[src/rtl/uart_intr_pkg.sv]
package uart_intr_pkg;
    localparam int SRC_N  = 4;
    localparam int ID_W   = $clog2(SRC_N);
    localparam int BYTE_W = 8;

    // index of each cause in the request vector equals its reported ID,
    // so a higher index means a higher priority
    typedef enum logic [ID_W-1:0] {
        SRC_MODEM  = 2'b00,
        SRC_THRE   = 2'b01,
        SRC_RXDATA = 2'b10,
        SRC_LINE   = 2'b11
    } src_id_e;

    // position of each cause in the enable register
    localparam int EN_RX    = 0;
    localparam int EN_THRE  = 1;
    localparam int EN_LINE  = 2;
    localparam int EN_MODEM = 3;
endpackage

[src/rtl/uis_evt_latch.sv]
// Latches a cause when any bit of a flag vector rises; a clear strobe
// drops it unless a new rise arrives in the same cycle.
module uis_evt_latch #(
    parameter int W = 4
) (
    input  logic         clk,
    input  logic         rst_n,
    input  logic [W-1:0] vec_i,
    input  logic         clr_i,
    output logic         pend_o
);
    typedef struct packed {
        logic [W-1:0] prev;
        logic         pend;
    } st_t;

    st_t st_d, st_q;

    always_comb begin
        st_d      = st_q;
        st_d.prev = vec_i;
        if (|(vec_i & ~st_q.prev)) begin
            st_d.pend = 1'b1;
        end else if (clr_i) begin
            st_d.pend = 1'b0;
        end
    end

    always_ff @(posedge clk or negedge rst_n) begin
        if (!rst_n) begin
            st_q <= '0;
        end else begin
            st_q <= st_d;
        end
    end

    assign pend_o = st_q.pend;
endmodule

[src/rtl/uis_thre_track.sv]
// Transmit-empty event: raised on the empty level rising or on a FIFO mode
// change while empty; dropped by a write, by the level falling, or by an
// identification read that reports this cause.
module uis_thre_track (
    input  logic clk,
    input  logic rst_n,
    input  logic empty_i,
    input  logic fifo_en_i,
    input  logic wr_i,
    input  logic iir_rd_i,
    input  logic reported_i,
    output logic pend_o
);
    typedef struct packed {
        logic empty_prev;
        logic fifo_prev;
        logic pend;
    } st_t;

    st_t  st_d, st_q;
    logic raise;
    logic drop;

    always_comb begin
        raise = empty_i && (!st_q.empty_prev || (fifo_en_i != st_q.fifo_prev));
        drop  = wr_i || !empty_i || (iir_rd_i && reported_i);

        st_d            = st_q;
        st_d.empty_prev = empty_i;
        st_d.fifo_prev  = fifo_en_i;
        if (raise) begin
            st_d.pend = 1'b1;
        end else if (drop) begin
            st_d.pend = 1'b0;
        end
    end

    always_ff @(posedge clk or negedge rst_n) begin
        if (!rst_n) begin
            st_q <= '0;
        end else begin
            st_q <= st_d;
        end
    end

    assign pend_o = st_q.pend;
endmodule

[src/rtl/uis_prio_enc.sv]
// Highest-index-wins encoder over the request vector.
module uis_prio_enc #(
    parameter int N   = 4,
    localparam int IW = (N > 1) ? $clog2(N) : 1
) (
    input  logic [N-1:0]  req_i,
    output logic          any_o,
    output logic [IW-1:0] id_o
);
    logic [N-1:0] above;

    // above[i] is set when a request with index greater than i is present
    genvar g;
    generate
        for (g = 0; g < N; g++) begin : g_above
            if (g == N - 1) begin : g_top
                assign above[g] = 1'b0;
            end else begin : g_mid
                assign above[g] = |req_i[N-1:g+1];
            end
        end
    endgenerate

    always_comb begin
        id_o = '0;
        for (int i = 0; i < N; i++) begin
            if (req_i[i] && !above[i]) begin
                id_o = IW'(i);
            end
        end
    end

    assign any_o = |req_i;
endmodule

[src/rtl/uart_intr_ident.sv]
module uart_intr_ident
    import uart_intr_pkg::*;
#(
    parameter int ERR_W = 4,
    parameter int DLT_W = 4
) (
    input  logic              clk,
    input  logic              rst_n,
    input  logic [SRC_N-1:0]  ier_i,
    input  logic              fifo_en_i,
    input  logic [ERR_W-1:0]  lsr_err_i,
    input  logic              rx_trig_i,
    input  logic              rx_tmo_i,
    input  logic              thr_empty_i,
    input  logic [DLT_W-1:0]  msr_delta_i,
    input  logic              iir_rd_i,
    input  logic              lsr_rd_i,
    input  logic              rbr_rd_i,
    input  logic              msr_rd_i,
    input  logic              thr_wr_i,
    output logic              irq_o,
    output logic [BYTE_W-1:0] iir_o
);
    typedef struct packed {
        logic irq;
    } st_t;

    st_t              st_d, st_q;
    logic             line_pend;
    logic             modem_pend;
    logic             tmo_pend;
    logic             thre_pend;
    logic [SRC_N-1:0] req;
    logic             any_req;
    logic [ID_W-1:0]  win_id;
    logic             thre_shown;

    uis_evt_latch #(.W(ERR_W)) u_line (
        .clk    (clk),
        .rst_n  (rst_n),
        .vec_i  (lsr_err_i),
        .clr_i  (lsr_rd_i),
        .pend_o (line_pend)
    );

    uis_evt_latch #(.W(DLT_W)) u_modem (
        .clk    (clk),
        .rst_n  (rst_n),
        .vec_i  (msr_delta_i),
        .clr_i  (msr_rd_i),
        .pend_o (modem_pend)
    );

    uis_evt_latch #(.W(1)) u_tmo (
        .clk    (clk),
        .rst_n  (rst_n),
        .vec_i  (rx_tmo_i),
        .clr_i  (rbr_rd_i),
        .pend_o (tmo_pend)
    );

    uis_thre_track u_thre (
        .clk        (clk),
        .rst_n      (rst_n),
        .empty_i    (thr_empty_i),
        .fifo_en_i  (fifo_en_i),
        .wr_i       (thr_wr_i),
        .iir_rd_i   (iir_rd_i),
        .reported_i (thre_shown),
        .pend_o     (thre_pend)
    );

    always_comb begin
        req             = '0;
        req[SRC_LINE]   = ier_i[EN_LINE]  && line_pend;
        req[SRC_RXDATA] = ier_i[EN_RX]    && (rx_trig_i || tmo_pend);
        req[SRC_THRE]   = ier_i[EN_THRE]  && thre_pend;
        req[SRC_MODEM]  = ier_i[EN_MODEM] && modem_pend;
    end

    uis_prio_enc #(.N(SRC_N)) u_prio (
        .req_i (req),
        .any_o (any_req),
        .id_o  (win_id)
    );

    assign thre_shown = any_req && (win_id == SRC_THRE);

    always_comb begin
        iir_o      = '0;
        iir_o[0]   = !any_req;
        iir_o[2:1] = any_req ? win_id : '0;
        iir_o[3]   = any_req && (win_id == SRC_RXDATA) && tmo_pend;
        iir_o[7:6] = {2{fifo_en_i}};
    end

    always_comb begin
        st_d     = st_q;
        st_d.irq = any_req;
    end

    always_ff @(posedge clk or negedge rst_n) begin
        if (!rst_n) begin
            st_q <= '0;
        end else begin
            st_q <= st_d;
        end
    end

    assign irq_o = st_q.irq;
endmodule

[config.mk]
export PLATFORM = sky130hd
export DESIGN_NAME = uart_intr_ident
export DESIGN_NICKNAME = d
export VERILOG_FILES = /design/src/rtl/uart_intr_pkg.sv /design/src/rtl/uis_evt_latch.sv /design/src/rtl/uis_thre_track.sv /design/src/rtl/uis_prio_enc.sv /design/src/rtl/uart_intr_ident.sv
export SDC_FILE = /design/constraint.sdc
export NUM_CORES = 1
export LEC_CHECK = 0
export ABC_AREA = 1
export BUFFER_PORTS_ARGS = -buffer_cell sky130_fd_sc_hd__buf_4
export CAP_MARGIN = 20
export CORE_AREA = 2 2 53 42
export CTS_CLUSTER_SIZE = 24
export DETAILED_ROUTE_END_ITERATION = 16
export DIE_AREA = 0 0 55 44
export GPL_ROUTABILITY_DRIVEN = 0
export PLACE_DENSITY = 0.66
export SLEW_MARGIN = 20
export SYNTH_ARGS = -nofsm -noshare
export SYNTH_HDL_FRONTEND = slang
export SYNTH_HIERARCHICAL = 1
export SYNTH_SLANG_ARGS = --single-unit
[constraint.sdc]
create_clock -name clk -period 1.49 [get_ports clk]
set_clock_uncertainty 0.1 [all_clocks]
set_input_delay 0.3725 -clock clk [delete_from_list [all_inputs] [get_ports clk]]
set_output_delay 0.3725 -clock clk [all_outputs]
set_load 0.05 [all_outputs]
==> flow_metrics.env, run 1 <==
export IMPL_drive_above_1_share=0.402
export IMPL_slew_viol_final=0
export IMPL_instances_no_fill=151
export IMPL_drtIter0Drc=0
export IMPL_p_per_area_nw_per_um2=898
export IMPL_drc=0
export IMPL_grt_setup_unrepaired="true"
export IMPL_grt_first_pass_wirelength_microns=2210
export IMPL_start_util=0.377
export IMPL_root_buffer="clkbuf_4"
export IMPL_hp_class="input pin to register"
export IMPL_overflow=0
export IMPL_cts_max_level=1
export IMPL_critPathLaunchType="register"
export IMPL_die_height_microns=44
export IMPL_crit_arrival_ns=1.38
export IMPL_design_area_sq_um=1060
export IMPL_die_x_microns=55
export IMPL_grt_max_degree=17
export IMPL_hold_viol_final=0
export IMPL_syn_to_final_growth_pct=45.7
export IMPL_setup_violations_final=5
export IMPL_firstDrtPassIters=1
export IMPL_cts_tree="built"
export IMPL_outcome="complete, but fails checks"
export IMPL_diodes=0
export IMPL_synthCells=93
export IMPL_clkLatencyLatePin_ns=0.27
export IMPL_clock_sinks=16
export IMPL_yosys_warnings=6
export IMPL_finalWirelength_microns=1310
export IMPL_critPathKind="register to primary output"
export IMPL_clock_path_buffers=2
export IMPL_wl_per_cell_microns=8.68
export IMPL_post_route_period_util=1.25
export IMPL_postRouteAntennaNets=0
export IMPL_fmax_mhz=538
export IMPL_worstPathRequired_ns=1.02
export IMPL_place_hpwl_microns=1030
export IMPL_critPathMaxFanout=4
export IMPL_final_min_clock_period_ns=1.86
export IMPL_violations="setup timing"
export IMPL_crit_path_end_kind="primary output"
export IMPL_ys_types=10
export IMPL_antenna_found_initial=0
export IMPL_ys_ff_latch=16
export IMPL_rows=14
export IMPL_yosysSeqAreaShare=0.552
export IMPL_fin_nets=152
export IMPL_clk_pin_slew_ns=0.08
export IMPL_core_area_sq_um=1930
export IMPL_grt_pass1_vias=571
export IMPL_avgSynthCellArea_sq_um=7.80
export IMPL_dieArea_sq_um=2420
export IMPL_leakagePower_nw=0.641
export IMPL_dp_slack_ns=-0.209
export IMPL_port_buffers=29
export IMPL_final_util=0.549
export IMPL_synthesis_area_sq_um=726
export IMPL_dp_cells=146
export IMPL_place_area_sq_um=993
export IMPL_setup_slack_ns=-0.367
export IMPL_numCtsBuffers=3
export IMPL_grt_usage=0.134
export IMPL_vias=594
export IMPL_fin_hold_ws_ns=0.106
export IMPL_nFillCells=182
export IMPL_ios=32
export IMPL_maxCapViolCount=0
export IMPL_via_per_inst=3.93
export IMPL_peakVddDrop_mv=0.522
## metrics by stage
| step | total power [W] | TNS, ns |
|---|---|---|
| finish | 0.000950 | -1.30 |
| global route | 0.00101 | -1.88 |
| CTS | 0.000964 | -1.52 |
| detailed placement | 0.000728 | -0.784 |
| global placement | 0.000722 | -0.589 |
| floorplan | 0.000630 | -0.158 |
## repair_timing
item,CTS,global route
cloned,0,0
setup endpoints to repair,5,5
endpoints found under the hold margin,16,0
hold buffers,1,0
pin swaps,4,1
gates resized for setup,5,3
buffers inserted,1,0
## final timing paths
kind                       slack, ns  cells after the start              end           from
max                            -0.37                      7         iir_o[2]   u_tmo/pend_o
min                             0.11                      1    u_tmo/st_q[1]       rx_tmo_i
max reg2reg                        0                     11    u_thre/pend_o   u_tmo/pend_o
min reg2reg                     0.38                      3     u_tmo/pend_o  u_tmo/st_q[1]
max in group asynchronous       0.72                      2  u_modem/st_q[1]          rst_n
min in group asynchronous       0.38                      2   u_line/st_q[1]          rst_n
## placed cells by master (no fill, tap or decap), drive strengths merged
master | synthesis | layout
inv | 30 | 29
nand2 | 26 | 26
clkinvlp | 0 | 1
clkbuf | 0 | 3
o21ai | 2 | 2
buf | 4 | 33
dfrtp | 16 | 16
dlygate4sd3 | 0 | 1
nand3 | 1 | 1
nor2 | 13 | 13
conb | 1 | 2
## critical path: stages, from the launching register on
cell,delay [ns]
dfrtp_1,0.39
nor2_1,0.11
nor2_2,0.06
nor2_2,0.12
nand2_2,0.11
nand2_4,0.10
clkinvlp_4,0.08
buf_6,0.15
## kinds of logic (layout without fill, tap and decap cells)
family / Yosys count / in the layout / synth area share
simple gates: 40 / 40 / 0.233
buf+inv: 34 / 67 / 0.197
flops: 16 / 16 / 0.552
compound gates: 2 / 2 / 0.0138
other cells: 1 / 2 / 0.00517
## power breakdown
group / internal, W / switching (W) / total [W]
clock network: 0.0000935 / 0.000120 / 0.000213
registers: 0.000460 / 0.00000983 / 0.000469
logic: 0.000111 / 0.000156 / 0.000267
## cells in the mapped netlist
| master | number | area, sq um |
|---|---|---|
| buf_4 | 4 | 30.0 |
| conb_1 | 1 | 3.75 |
| dfrtp_1 | 16 | 400 |
| inv_1 | 30 | 113 |
| nand2_1 | 24 | 90.1 |
| nand2_2 | 2 | 12.5 |
| nand3_1 | 1 | 5.00 |
| nor2_1 | 8 | 30.0 |
| nor2_2 | 5 | 31.3 |
| o21ai_1 | 2 | 10.0 |
## state kept, by name, summed over array words and instances, names as in the netlist
register        cells
u_line/pend_o       1
u_thre/pend_o       1
u_tmo/st_q          1
irq_o               1
u_modem/st_q        4
u_tmo/pend_o        1
u_line/st_q         4
u_modem/pend_o      1
u_thre/st_q         2
## routing by layer
| layer | GRT usage | vias to the layer above | part of all wire |
|---|---|---|---|
| met5 | 0 | - | 0 |
| met4 | 0.0878 | 0 | 0.0076 |
| met2 | 0.243 | 20 | 0.53 |
| li1 | - | 315 | - |
| met3 | 0.0207 | 2 | 0.064 |
| met1 | 0.140 | 257 | 0.40 |
## final cells by class
| cell class | count | area, sq um | area share |
|---|---|---|---|
| inverters | 30 | 116 | 0.110 |
| flip-flops and latches | 16 | 400 | 0.379 |
| repair buffers | 34 | 277 | 0.262 |
| well taps | 24 | 30.0 | 0.0284 |
| multi-input cells | 44 | 211 | 0.200 |
| clock buffers | 3 | 22.5 | 0.0213 |
No activity file was read; power rests on OpenSTA's default activity.
==> run 2, diff against run 1 <==
CORE_AREA = 3 3 54 44   (was 2 2 53 42)
DIE_AREA = 0 0 57 47   (was 0 0 55 44)
GPL_ROUTABILITY_DRIVEN = default   (was 0)
PLACE_DENSITY = 0.65   (was 0.66)
==> run 2 against run 1 <==
Against the previous run:
- via count shrank 4.2%
- the run still ends with setup timing left
- critical path type unchanged
- non-clock buffer count stayed put
- largest cell class unchanged
- maximum frequency increased by 0.17%
- hold slack worse by 0.00081 ns
==> flow_metrics.env, run 2 (same netlist as run 1, synthesis figures left out) <==
export IMPL_core_area_sq_um=1930
export IMPL_post_route_period_util=1.24
export IMPL_outcome="complete, but fails checks"
export IMPL_syn_to_final_growth_pct=45.2
export IMPL_cts_tree="built"
export IMPL_wl_per_cell_microns=8.41
export IMPL_vias=569
export IMPL_firstDrtPassIters=2
export IMPL_hp_class="input pin to register"
export IMPL_dp_slack_ns=-0.213
export IMPL_grt_usage=0.105
export IMPL_reg2reg_depth=13
export IMPL_finalWirelength_microns=1270
export IMPL_final_min_clock_period_ns=1.85
export IMPL_ios=32
export IMPL_layout_common_cells="buf_4, inv_1, nand2_1, dfrtp_1"
export IMPL_worstPathRequired_ns=1.02
export IMPL_drtIter0Drc=6
export IMPL_worst_path_most_repeated_cell="nor2_2"
export IMPL_grt_busiest_layer="met2"
export IMPL_cts_max_level=1
export IMPL_critPathMaxFanout=4
export IMPL_dp_cells=147
export IMPL_place_area_sq_um=1000
export IMPL_place_gp_congestion=0.772
export IMPL_rows=14
export IMPL_via_per_inst=3.77
export IMPL_die_x_microns=57
export IMPL_crit_chain="nor2_1 -> nor2_2 -> nor2_2 -> nand2_2 -> nand2_4 -> clkinvlp_4 -> buf_6"
export IMPL_reg2reg_setup_slack_ns=-0.01
export IMPL_die_height_microns=47
export IMPL_dieArea_sq_um=2680
export IMPL_hold_viol_final=0
export IMPL_clk_pin_slew_ns=0.09
export IMPL_crit_path_end_kind="primary output"
export IMPL_min_path_cells=1
export IMPL_final_util=0.547
export IMPL_nFillCells=202
export IMPL_drc=0
export IMPL_design_area_sq_um=1050
export IMPL_overflow=0
export IMPL_maxCapViolCount=0
export IMPL_cts_setup_buffers=0
export IMPL_mostFrequentLayoutCell="buf_4"
export IMPL_grt_setup_unrepaired="true"
export IMPL_reg_top3="u_line/st_q x4, u_modem/st_q x4, u_thre/st_q x2"
export IMPL_clock_sinks=16
export IMPL_peakVddDrop_mv=0.498
export IMPL_numCtsBuffers=3
export IMPL_port_buffers=29
export IMPL_grtUsageMet1=0.134
export IMPL_worstHoldEndpoint="u_tmo/st_q[1]"
export IMPL_start_util=0.377
export IMPL_crit_path_top_delay_cell="dfrtp_1"
export IMPL_timing_rr_end="u_thre/pend_o"
export IMPL_p_per_area_nw_per_um2=903
export IMPL_worstHoldStart="rx_tmo_i"
export IMPL_grt_pass1_vias=506
export IMPL_leakagePower_nw=0.640
export IMPL_grt_first_pass_wirelength_microns=2060
export IMPL_setup_slack_ns=-0.364
export IMPL_antenna_found_initial=0
export IMPL_violations="setup timing"
export IMPL_slew_viol_final=0
export IMPL_grt_max_degree=17
export IMPL_critPathKind="register to primary output"
export IMPL_crit_path_max_incr_delay_ns=0.39
export IMPL_setup_violations_final=5
export IMPL_crit_reg2reg_launch="u_tmo/pend_o"
export IMPL_critPathLaunchType="register"
export IMPL_seq_area_sq_um=400
export IMPL_multi_input_area_sq_um=211
export IMPL_fin_hold_ws_ns=0.105
export IMPL_instances_no_fill=151
export IMPL_fmax_mhz=539
export IMPL_drive_above_1_share=0.402
export IMPL_crit_arrival_ns=1.38
export IMPL_clkLatencyLatePin_ns=0.28
export IMPL_diodes=0
export IMPL_met2_usage=0.166
export IMPL_root_buffer="clkbuf_4"
export IMPL_gr_usage_met3=0.0192
export IMPL_postRouteAntennaNets=0
export IMPL_place_hpwl_microns=1000
export IMPL_fin_nets=152
export IMPL_clock_path_buffers=2
==> run 2: changes by cell type in the layout (fill, tap and decap cells not counted) <==
cell / before / now
buf_6: 3 / 4
buf_8: 1 / 0
==> run 2: layout make-up <==
type                    count  area share
flip-flops and latches     16       0.380
repair buffers             34       0.259
clock buffers               3      0.0214
inverters                  30       0.110
multi-input cells          44       0.201
well taps                  24      0.0285
==> run 2: metrics by stage <==
stage | power, W | setup TNS [ns]
6_report | 0.000951 | -1.31
5_1_grt | 0.00101 | -1.82
4_1_cts | 0.000968 | -1.52
3_5_place_dp | 0.000731 | -0.749
3_3_place_gp | 0.000727 | -0.601
2_1_floorplan | 0.000630 | -0.158
==> run 2: layer usage <==
metal  share of wire  vias to the layer above  routed length (microns)
met5               0                        -                        0
met4          0.0039                        0                        5
met3           0.072                        2                       92
met2            0.48                       20                      615
met1            0.44                      232                      556
li1                -                      315                        -
==> run 2: repair_timing <==
| item | CTS | global route |
|---|---|---|
| hold buffers | 1 | 0 |
| pin swaps | 4 | 2 |
| endpoints found under the setup margin | 5 | 5 |
| hold endpoints to repair | 16 | 0 |
| resized for setup | 4 | 3 |
==> run 2: worst max path at each step <==
stage                            start        to  slack, ns  cells past startpoint
after floorplan               ier_i[0]  iir_o[3]      -0.05                      8
after global placement        ier_i[0]  iir_o[3]      -0.17                     10
after detailed placement     rx_trig_i  iir_o[2]      -0.21                      8
after CTS                 u_tmo/pend_o  iir_o[2]      -0.42                      7
after global routing      u_tmo/pend_o  iir_o[2]      -0.46                      7
final                     u_tmo/pend_o  iir_o[2]      -0.36                      7
==> run 2: worst max-delay path: cells and delay by family (launching register included) <==
family,cells,cell delay (ns)
and+or+nand+nor,5,0.49
DFF,1,0.39
buffers and inverters,2,0.23
==> run 2: power by group <==
| group | leakage (nW) | switching, W | total (W) | internal, W |
|---|---|---|---|---|
| logic | 0.444 | 0.000154 | 0.000264 | 0.000111 |
| clock network | 0.0138 | 0.000124 | 0.000217 | 0.0000936 |
| registers | 0.182 | 0.00000961 | 0.000469 | 0.000460 |
==> run 3, diff against run 2 <==
clock period = 2.2 ns   (was 1.49 ns; I/O delays follow)
==> run 3 against run 2 <==
Against the previous run:
- the run now ends clean
- sequential cell count stayed put
- via count is 0.18% higher
- first-iteration DRC count is 17% lower
- count of clock-buffer cells in the layout stayed put
- core utilization is 4.1 points lower
- critical path type unchanged
- critical endpoint is now iir_o[3]
==> flow_metrics.env, run 3 (same netlist as run 1, synthesis figures left out) <==
export IMPL_outcome="finished, final reports clean"
export IMPL_critPathLaunchType="register"
export IMPL_crit_path_top_delay_cell="dfrtp_1"
export IMPL_nFillCells=203
export IMPL_worstPathRequired_ns=1.55
export IMPL_diodes=0
export IMPL_dp_cells=143
export IMPL_peakVddDrop_mv=0.336
export IMPL_final_util=0.506
export IMPL_setup_violations_final=0
export IMPL_worst_path_most_repeated_cell="nand2_1"
export IMPL_p_total_w=0.000615
export IMPL_switching_power_w=0.000183
export IMPL_drive_above_1_share=0.336
export IMPL_grt_usage=0.103
export IMPL_syn_to_final_growth_pct=34.3
export IMPL_place_area_sq_um=950
export IMPL_critPathMaxFanout=3
export IMPL_ios=32
export IMPL_wl_per_cell_microns=8.60
export IMPL_fmax_mhz=483
export IMPL_critPathLaunch="u_tmo/pend_o"
export IMPL_vias=570
export IMPL_start_util=0.377
export IMPL_finalWirelength_microns=1260
export IMPL_mostFrequentLayoutCell="inv_1"
export IMPL_final_min_clock_period_ns=2.07
export IMPL_critPathKind="register to primary output"
export IMPL_leakagePower_nw=0.617
export IMPL_place_hpwl_microns=1020
export IMPL_hp_class="input pin to asynchronous set/reset pin"
export IMPL_seq_area_sq_um=400
export IMPL_crit_chain="nor2_1 -> nor2_1 -> inv_1 -> nand2_1 -> nand2_1 -> inv_1 -> nand2_1 -> nor2_2 -> buf_4"
export IMPL_drtIter0Drc=5
export IMPL_tns_ns=0
export IMPL_reg2reg_setup_slack_ns=0.81
export IMPL_multi_input_area_sq_um=191
export IMPL_grt_setup_unrepaired="false"
export IMPL_post_route_period_util=0.942
export IMPL_grt_first_pass_wirelength_microns=2010
export IMPL_combPwrFrac=0.246
export IMPL_crit_reg2reg_launch="u_tmo/pend_o"
export IMPL_reg2reg_depth=12
export IMPL_cts_max_level=1
export IMPL_pwr_share_clk=0.237
export IMPL_overflow=0
export IMPL_die_height_microns=47
export IMPL_hold_viol_final=0
export IMPL_fin_nets=147
export IMPL_place_gp_congestion=0.738
export IMPL_intPower_w=0.000432
export IMPL_grt_max_degree=17
export IMPL_instances_no_fill=146
export IMPL_maxCapViolCount=0
export IMPL_p_sw_frac=0.298
export IMPL_numCtsBuffers=3
export IMPL_layout_common_cells="inv_1, buf_4, nand2_1, dfrtp_1, nor2_1"
export IMPL_dieArea_sq_um=2680
export IMPL_firstDrtPassIters=4
export IMPL_crit_path_end_kind="primary output"
export IMPL_timing_rr_end="u_thre/pend_o"
export IMPL_cts_tree="built"
export IMPL_drc=0
export IMPL_grt_pass1_vias=528
export IMPL_core_area_sq_um=1930
export IMPL_slew_viol_final=0
export IMPL_crit_arrival_ns=1.42
export IMPL_clk_pin_slew_ns=0.09
export IMPL_crit_path_max_incr_delay_ns=0.38
export IMPL_antenna_found_initial=0
export IMPL_postRouteAntennaNets=0
export IMPL_clkLatencyLatePin_ns=0.28
export IMPL_critPathCapture="iir_o[3]"
export IMPL_p_per_area_nw_per_um2=631
export IMPL_reg_top3="u_line/st_q x4, u_modem/st_q x4, u_thre/st_q x2"
export IMPL_rows=14
export IMPL_die_x_microns=57
export IMPL_seqPwrFrac=0.517
export IMPL_clock_sinks=16
export IMPL_design_area_sq_um=975
export IMPL_root_buffer="clkbuf_4"
export IMPL_port_buffers=29
export IMPL_via_per_inst=3.90
export IMPL_clock_path_buffers=2
## run 3: cell types whose count changed in the layout (fill, tap and decap cells not counted), sizes merged
| cell | previous run | this run |
|---|---|---|
| clkinvlp | 1 | 0 |
| inv | 29 | 30 |
| dlygate4sd3 | 1 | 0 |
| buf | 33 | 29 |
## run 3: cell type report
| type | count | share of cell area |
|---|---|---|
| Sequential cell | 16 | 0.411 |
| Inverter | 30 | 0.116 |
| Timing Repair Buffer | 29 | 0.223 |
| Tap cell | 24 | 0.0308 |
| Clock buffer | 3 | 0.0231 |
| Multi-Input combinational cell | 44 | 0.196 |
## run 3: worst min-delay path by stage
| stage | cells after the start | start | slack, ns | end |
|---|---|---|---|---|
| 6_report | 1 | rst_n | 0.007 | u_line/st_q[3] |
| 5_1_grt | 1 | rst_n | 0.004 | u_line/st_q[3] |
| 4_1_cts | 1 | rst_n | 0.007 | u_line/st_q[3] |
| 3_5_place_dp | 1 | rst_n | 0.32 | u_line/st_q[3] |
| 3_3_place_gp | 1 | rst_n | 0.32 | u_line/st_q[3] |
| 2_1_floorplan | 0 | rst_n | 0.15 | irq_o |
## run 3: critical path: cells and delay by family, from the launching register on
| kind | cells | cell delay (ns) |
|---|---|---|
| AND/OR/NAND/NOR | 6 | 0.45 |
| buffers and inverters | 3 | 0.32 |
| flip-flops | 1 | 0.38 |
## run 3: stage by stage
| stage | hold WS (ns) | setup WS (ns) |
|---|---|---|
| 5_1_grt | 0.00405 | 0.0361 |
| 2_1_floorplan | 0.154 | 0.174 |
| 6_report | 0.00702 | 0.128 |
| 3_3_place_gp | 0.319 | 0.196 |
| 4_1_cts | 0.00658 | 0.106 |
| 3_5_place_dp | 0.324 | 0.166 |
## run 3: metal layers
layer	up-vias	global-route usage	wire length [microns]
met1	241	0.108	513
met2	19	0.185	647
li1	308	-	-
met5	-	0	0
met4	0	0.0694	6
met3	2	0.0302	89
## run 3: what timing repair did
| action | in CTS | in global routing |
|---|---|---|
| hold endpoints to repair | 0 | 0 |
| hold buffers | 0 | 0 |
| setup buffers | 0 | 0 |
| endpoints found under the setup margin | 0 | 1 |
| resized for setup | 0 | 1 |
## run 3: power groups by stage
stage                     registers [W]   logic, W  clock network (W)
after floorplan                0.000328  0.0000902                  0
after global placement         0.000324   0.000150                  0
after detailed placement       0.000324   0.000153                  0
after CTS                      0.000318   0.000153           0.000156
after global routing           0.000320   0.000167           0.000170
final                          0.000318   0.000152           0.000146
